===== src/rtl/rq_sched_pkg.sv =====
`timescale 1ns/1ps
package rq_sched_pkg;
  typedef enum logic {
    REQ_RD = 1'b0,
    REQ_WR = 1'b1
  } req_dir_e;
endpackage


===== src/rtl/rq_pool.sv =====
`timescale 1ns/1ps
// Arrival-ordered store: slot 0 is the oldest, removal compacts the tail.
module rq_pool #(
  parameter int DEPTH = 8,
  parameter int EW    = 8,
  localparam int CW   = $clog2(DEPTH + 1),
  localparam int IW   = $clog2(DEPTH)
) (
  input  logic                       clk_i,
  input  logic                       rst_ni,
  input  logic                       push_i,
  input  logic [EW-1:0]              push_ent_i,
  input  logic                       pop_i,
  input  logic [IW-1:0]              pop_idx_i,
  output logic [DEPTH-1:0][EW-1:0]   ent_o,
  output logic [CW-1:0]              cnt_o
);
  logic [DEPTH-1:0][EW-1:0] ent_q, ent_d;
  logic [DEPTH:0][EW-1:0]   ext;
  logic [CW-1:0]            cnt_q, wr_pos;

  assign ext    = {{EW{1'b0}}, ent_q};
  assign wr_pos = cnt_q - CW'(pop_i);

  always_comb begin
    ent_d = ent_q;
    for (int i = 0; i < DEPTH; i++) begin
      if (pop_i && (IW'(i) >= pop_idx_i)) ent_d[i] = ext[i+1];
      if (push_i && (wr_pos == CW'(i)))   ent_d[i] = push_ent_i;
    end
  end

  always_ff @(posedge clk_i or negedge rst_ni) begin
    if (!rst_ni) begin
      ent_q <= '0;
      cnt_q <= '0;
    end else begin
      ent_q <= ent_d;
      cnt_q <= cnt_q + CW'(push_i) - CW'(pop_i);
    end
  end

  assign ent_o = ent_q;
  assign cnt_o = cnt_q;
endmodule


===== src/rtl/rq_bank_track.sv =====
`timescale 1ns/1ps
module rq_bank_track #(
  parameter int BANKS   = 8,
  parameter int ROW_W   = 14,
  parameter int T_RC    = 39,
  localparam int BANK_W = $clog2(BANKS),
  localparam int AW     = $clog2(T_RC + 1)
) (
  input  logic                          clk_i,
  input  logic                          rst_ni,
  input  logic                          act_i,
  input  logic [BANK_W-1:0]             act_bank_i,
  input  logic [ROW_W-1:0]              act_row_i,
  output logic [BANKS-1:0]              open_v_o,
  output logic [BANKS-1:0][ROW_W-1:0]   open_row_o,
  output logic [BANKS-1:0]              rdy_o
);
  for (genvar g = 0; g < BANKS; g++) begin : g_bank
    logic             open_q;
    logic [ROW_W-1:0] row_q;
    logic [AW-1:0]    age_q;
    logic             hit_me;

    assign hit_me = act_i && (act_bank_i == BANK_W'(g));

    always_ff @(posedge clk_i or negedge rst_ni) begin
      if (!rst_ni) begin
        open_q <= 1'b0;
        row_q  <= '0;
        age_q  <= AW'(T_RC);
      end else if (hit_me) begin
        open_q <= 1'b1;
        row_q  <= act_row_i;
        age_q  <= '0;
      end else if (age_q != AW'(T_RC)) begin
        age_q  <= age_q + AW'(1);
      end
    end

    assign open_v_o[g]   = open_q;
    assign open_row_o[g] = row_q;
    assign rdy_o[g]      = (age_q == AW'(T_RC));
  end
endmodule


===== src/rtl/rq_pick.sv =====
`timescale 1ns/1ps
// Key per slot = {priority, hit, same direction}; strict compare keeps the oldest.
module rq_pick #(
  parameter int DEPTH   = 8,
  parameter int BANKS   = 8,
  parameter int PRIO_W  = 3,
  parameter int ROW_W   = 14,
  localparam int BANK_W = $clog2(BANKS),
  localparam int EW     = 1 + PRIO_W + BANK_W + ROW_W,
  localparam int KW     = PRIO_W + 2,
  localparam int CW     = $clog2(DEPTH + 1),
  localparam int IW     = $clog2(DEPTH)
) (
  input  logic [DEPTH-1:0][EW-1:0]     ent_i,
  input  logic [CW-1:0]                cnt_i,
  input  logic [BANKS-1:0]             open_v_i,
  input  logic [BANKS-1:0][ROW_W-1:0]  open_row_i,
  input  logic [BANKS-1:0]             bank_rdy_i,
  input  logic                         last_wr_i,
  output logic                         valid_o,
  output logic [IW-1:0]                idx_o,
  output logic                         hit_o
);
  logic [DEPTH-1:0]         elig, hit;
  logic [DEPTH-1:0][KW-1:0] key;

  for (genvar g = 0; g < DEPTH; g++) begin : g_slot
    logic              wr;
    logic [PRIO_W-1:0] pr;
    logic [BANK_W-1:0] bk;
    logic [ROW_W-1:0]  rw;
    assign {wr, pr, bk, rw} = ent_i[g];
    assign elig[g] = (CW'(g) < cnt_i) && bank_rdy_i[bk];
    assign hit[g]  = open_v_i[bk] && (open_row_i[bk] == rw);
    assign key[g]  = {pr, hit[g], wr == last_wr_i};
  end

  always_comb begin
    logic          found;
    logic [KW-1:0] best;
    found = 1'b0;
    best  = '0;
    idx_o = '0;
    for (int i = 0; i < DEPTH; i++) begin
      if (elig[i] && (!found || key[i] > best)) begin
        found = 1'b1;
        best  = key[i];
        idx_o = IW'(i);
      end
    end
    valid_o = found;
  end

  assign hit_o = hit[idx_o];
endmodule


===== src/rtl/rq_sched.sv =====
`timescale 1ns/1ps
module rq_sched
  import rq_sched_pkg::*;
#(
  parameter int DEPTH   = 8,
  parameter int BANKS   = 8,
  parameter int PRIO_W  = 3,
  parameter int ROW_W   = 14,
  parameter int T_RC    = 39,
  localparam int BANK_W = $clog2(BANKS)
) (
  input  logic              clk_i,
  input  logic              rst_ni,
  input  logic              req_valid_i,
  output logic              req_ready_o,
  input  logic              req_wr_i,
  input  logic [PRIO_W-1:0] req_prio_i,
  input  logic [BANK_W-1:0] req_bank_i,
  input  logic [ROW_W-1:0]  req_row_i,
  output logic              iss_valid_o,
  input  logic              iss_ready_i,
  output logic              iss_wr_o,
  output logic [PRIO_W-1:0] iss_prio_o,
  output logic [BANK_W-1:0] iss_bank_o,
  output logic [ROW_W-1:0]  iss_row_o
);
  localparam int EW = 1 + PRIO_W + BANK_W + ROW_W;
  localparam int CW = $clog2(DEPTH + 1);
  localparam int IW = $clog2(DEPTH);

  logic [DEPTH-1:0][EW-1:0]    ent;
  logic [CW-1:0]               cnt;
  logic [BANKS-1:0]            open_v, bank_rdy;
  logic [BANKS-1:0][ROW_W-1:0] open_row;
  logic                        pick_vld, pick_hit, push, fire;
  logic [IW-1:0]               pick_idx;
  req_dir_e                    last_dir_q;

  assign req_ready_o = (cnt < CW'(DEPTH));
  assign push        = req_valid_i && req_ready_o;
  assign fire        = iss_valid_o && iss_ready_i;

  rq_pool #(.DEPTH(DEPTH), .EW(EW)) u_pool (
    .clk_i      (clk_i),
    .rst_ni     (rst_ni),
    .push_i     (push),
    .push_ent_i ({req_wr_i, req_prio_i, req_bank_i, req_row_i}),
    .pop_i      (fire),
    .pop_idx_i  (pick_idx),
    .ent_o      (ent),
    .cnt_o      (cnt)
  );

  rq_bank_track #(.BANKS(BANKS), .ROW_W(ROW_W), .T_RC(T_RC)) u_banks (
    .clk_i      (clk_i),
    .rst_ni     (rst_ni),
    .act_i      (fire && !pick_hit),
    .act_bank_i (iss_bank_o),
    .act_row_i  (iss_row_o),
    .open_v_o   (open_v),
    .open_row_o (open_row),
    .rdy_o      (bank_rdy)
  );

  rq_pick #(.DEPTH(DEPTH), .BANKS(BANKS), .PRIO_W(PRIO_W), .ROW_W(ROW_W)) u_pick (
    .ent_i      (ent),
    .cnt_i      (cnt),
    .open_v_i   (open_v),
    .open_row_i (open_row),
    .bank_rdy_i (bank_rdy),
    .last_wr_i  (last_dir_q == REQ_WR),
    .valid_o    (pick_vld),
    .idx_o      (pick_idx),
    .hit_o      (pick_hit)
  );

  assign iss_valid_o = pick_vld;
  assign {iss_wr_o, iss_prio_o, iss_bank_o, iss_row_o} = ent[pick_idx];

  always_ff @(posedge clk_i or negedge rst_ni) begin
    if (!rst_ni)   last_dir_q <= REQ_RD;
    else if (fire) last_dir_q <= iss_wr_o ? REQ_WR : REQ_RD;
  end
endmodule


===== config.mk =====
export PLATFORM = sky130hd
export DESIGN_NAME = rq_sched
export DESIGN_NICKNAME = d
export VERILOG_FILES = /design/src/rtl/rq_sched_pkg.sv /design/src/rtl/rq_pool.sv /design/src/rtl/rq_bank_track.sv /design/src/rtl/rq_pick.sv /design/src/rtl/rq_sched.sv
export SDC_FILE = /design/constraint.sdc
export NUM_CORES = 1
export LEC_CHECK = 0
export BUFFER_PORTS_ARGS = -buffer_cell sky130_fd_sc_hd__buf_2
export CORE_ASPECT_RATIO = 0.9
export CORE_UTILIZATION = 40
export DETAILED_ROUTE_END_ITERATION = 8
export GPL_TIMING_DRIVEN = 0
export MAX_ROUTING_LAYER = met4
export SYNTH_ARGS = -nofsm -noshare
export SYNTH_HDL_FRONTEND = slang
export SYNTH_HIERARCHICAL = 1
export SYNTH_SLANG_ARGS = --single-unit
export TNS_END_PERCENT = 100

===== constraint.sdc =====
create_clock -name clk_i -period 24 [get_ports clk_i]
set_input_delay 2.4 -clock clk_i [delete_from_list [all_inputs] [get_ports clk_i]]
set_output_delay 2.4 -clock clk_i [all_outputs]
set_load 0.02 [all_outputs]

==> impl_summary.md <==
Synth
Counting every net in the synthesized netlist gives 2472. The post-synthesis sequential area ratio is 30.66%. The synthesized area is 0.02796 mm². The portion of synthesized cell area occupied by the leading cell type is 27.65%. Dividing the synthesized area by the synthesized cell count gives 11.67 µm². Counting flops with a built-in enable in the synthesized netlist gives 0. Yosys printed 6 warnings. In the synthesized netlist, the cells that appear most often are nand2_1 (394), mux2_2 (324), dfrtp_1 (309).

The synthesized design contains 341 register bits. By area the synthesized netlist is led by dfrtp_1 (28%), mux4_2 (18%), mux2_2 (13%). Among all cell types in the netlist, the one instantiated most often is nand2_1.

After synthesis, the share of flip-flops with an asynchronous set or reset is 100.0%. In this run, distinct cell masters in the synthesized netlist total 79. Among all flip-flop cells after synthesis, the most frequent one is dfrtp_1. The post-synthesis cell count is 2395.

The most area-hungry cell type in the Yosys netlist is dfrtp_1.

Global route
Global routing used 32.34% of the available tracks. Entering global routing, the biggest net connects 122 pins. The via count of the first global-routing pass was 21540. The residual overflow from global routing is 0. The number of antenna violations at the first check in global routing is 4. The first-pass GRT wire length is 158.5 mm.

Timing
Setup repair after global routing left no endpoint under its margin. Setup violations remaining at the end of the flow were counted as 0. Timing would allow up to 46.87 MHz. For the pin with the worst max-slew slack, the measured transition is 1581 ps. The post-layout worst setup margin is 2664 ps. The max-slew violation count was 4. The relative slew slack is -6.364%. The sum of negative setup slack is 0 ps. The final critical-path required period is 21340 ps. The final critical path takes up 88.90% of the cycle. The number of hold violations in the final report is 0. The tightest hold path in the finished design has a slack of 466.8 ps. The setup clock skew after layout is 40.60 ps.

Setup path
The cell at the slowest stage of the critical path is clkbuf_1. Together, buffers and inverters on the worst path number 10. Of all nets on the critical path, the largest fanout is 10.

The destination of the worst register-to-register timing path is u_banks/g_bank[0].age_q[4]. The slack of the worst reg-to-reg path is 4310 ps. The worst-case reg-to-reg path depth is 70. For the worst setup path, the data required time is 21600 ps. The path type of the worst setup path is flop to output port. The startpoint class of the critical path is a flop. The type of element capturing the critical path is an output port. The critical path arrival is 18940 ps. For this run, the slowest stage of the critical path takes 770 ps. The worst register-to-register path begins at u_pool/ent_o[16]. The kind of cell with the highest combined delay along the critical path is compound AO/OA/AOI/OAI gates.

Placed design
Buffers placed on the I/O ports in this run total 47. At the end of routability-driven placement, the weighted congestion stood at 1.015. The wire-length estimate of the detail-placed layout is 85.66 mm.

The instance count after placement with tap cells included is 3374. The placed instances occupy a cell area of 0.02942 mm². The placement-stage worst setup slack is 3808 ps.

Floorplanning
The number of core rows is 91. Once the floorplan was initialized, standard cells occupied 40.59% of the core. The area of the core region is 0.06888 mm².

The number of top-level design ports is 48. The die covers 0.07096 mm². The die is 252.8 µm tall. The width of the chip is 280.7 µm.

CTS
For this design, the sink count on the clock tree is 341. In this run, post-CTS repair resized a total of 0 instances. Clock tree synthesis selected as its root buffer the cell clkbuf_16.

The later pin in the worst-skew pair is clocked with a latency of 610 ps. The number of buffers inserted by post-CTS setup repair is 0. In this run, post-CTS hold repair placed 0 buffers. The H-tree depth is 2.

The TritonCTS clock tree is done. The clock-pin transition on the worst setup and hold timing paths is 60 ps. The number of buffers created by CTS is 40. The clock passes through at most 3 buffers.

Cells and area
Once layout is complete, the cells apart from fillers number 3448. Cells with a size suffix above 1 make up 34.96% of the layout. The finished cells cover 0.03074 mm². The final standard cell utilization of the core is 44.62%.

The number of filler cells placed in the layout is 6340. The area growth from synthesis to final layout is 9.930%. After the last flow step, the layout net total stands at 2563.

Hold path
The path category of the worst min-delay check is flop to flop. The worst hold path terminates at u_banks/g_bank[2].open_q. The startpoint identified for the worst hold timing path is u_banks/g_bank[2].open_q. Along the worst hold path, the cell count comes to 1.

Detailed routing
The average detailed-routed wire length per instance is 32.29 µm. Using the TritonRoute via totals, the vias-per-cell ratio works out to 6.459. The detailed router's first-iteration violation count is 2655.

The number of DRC violations after detailed routing is 0. The count of nets left with antenna violations after detail routing is 0. The routed layout has 22270 vias. The final layout contains routed wiring with a total length of 111.4 mm. For this run, the detailed router's first-pass iteration total came to 8.

Power and ir drop
The post-route total power is 5.181 mW. Summed over all cells, the static leakage comes to 13.25 nW. The power density over cell area is 168.5 mW/mm².

The largest voltage drop on the vdd net is 0.00008895 V.

Outcome
The run finished, with violations left. The final reports fail on capacitance limit, slew limit.

Flow run
The max-capacitance violation count is 1.
-- routing by layer --
layer,up-vias,global-route usage (%),share of wire (%)
li1,9206,-,-
met1,11560,44.34,42
met4,0,12.27,4.4
met5,-,-,0
met3,237,7.437,10
met2,1267,46.34,43
-- registers in the layout (all words and copies together), names as in the netlist --
| register | cells |
|---|---|
| u_pool/ent_o | 168 |
| u_banks/g_bank.row_q | 112 |
| u_banks/g_bank.age_q | 48 |
| u_banks/g_bank.open_q | 8 |
| u_pool/cnt_o | 4 |
| last_dir_q | 1 |
-- final cells by class --
cell class	count	area, µm²	area share, %
Antenna cell	4	10.01	0.03257
Buffer	179	978.4	3.183
Clock buffer	50	1069	3.476
Clock inverter	20	221.5	0.7205
Inverter	32	120.1	0.3908
Multi-Input combinational cell	1843	18300	59.54
Sequential cell	341	8573	27.89
Tap cell	930	1164	3.786
Timing Repair Buffer	49	300.3	0.9770
-- kinds of logic after synthesis --
kind of cell / after synthesis / synth area share [%]
buffers and inverters: 211 / 3.929
DFF: 341 / 30.66
adders and majority gates: 52 / 2.354
AOI/OAI and AO/OA: 166 / 3.965
xor gates and xnor gates: 136 / 4.260
muxes: 790 / 42.72
and+or+nand+nor: 699 / 12.11
-- cells in the final DEF (no fill, tap or decap), types with 9 or more instances in the layout --
cell,instances
nand4_1,28
ha_1,51
buf_2,128
o22ai_1,13
mux2i_1,149
mux2_2,324
o21ai_0,43
buf_4,30
dfstp_2,32
nand3_1,45
nor4_1,12
a221oi_1,9
dfrtp_1,309
buf_6,10
nand2b_1,22
a22oi_1,9
xnor2_1,60
or3_1,9
nand2_1,394
mux2_1,17
clkbuf_1,42
a21oi_1,23
and2_1,15
buf_1,21
mux4_1,42
nor3b_1,11
nor2b_1,44
nor3_1,15
mux2_4,40
nor2_1,44
inv_1,30
mux4_2,218
clkbuf_16,40
xor2_1,76
-- where the power goes --
part | leakage, nW | internal [mW] | switching (mW)
Combinational | 8.14 | 1.45 | 1.89
Clock | 0.623 | 0.351 | 0.267
Sequential | 4.48 | 0.816 | 0.403
-- how the worst max path moves through the flow --
stage	start	to	slack, ps	cells after the start
3_3_place_gp	u_pool/ent_o[16]	iss_row_o[2]	3970	69
3_5_place_dp	u_pool/ent_o[16]	iss_row_o[2]	3810	67
6_report	u_pool/ent_o[16]	iss_row_o[2]	2660	67
5_1_grt	u_pool/ent_o[16]	iss_row_o[2]	1840	69
2_1_floorplan	u_pool/ent_o[16]	iss_bank_o[1]	7450	67
4_1_cts	u_pool/ent_o[16]	iss_row_o[2]	3130	67
No activity file was read; power rests on OpenSTA's default activity.
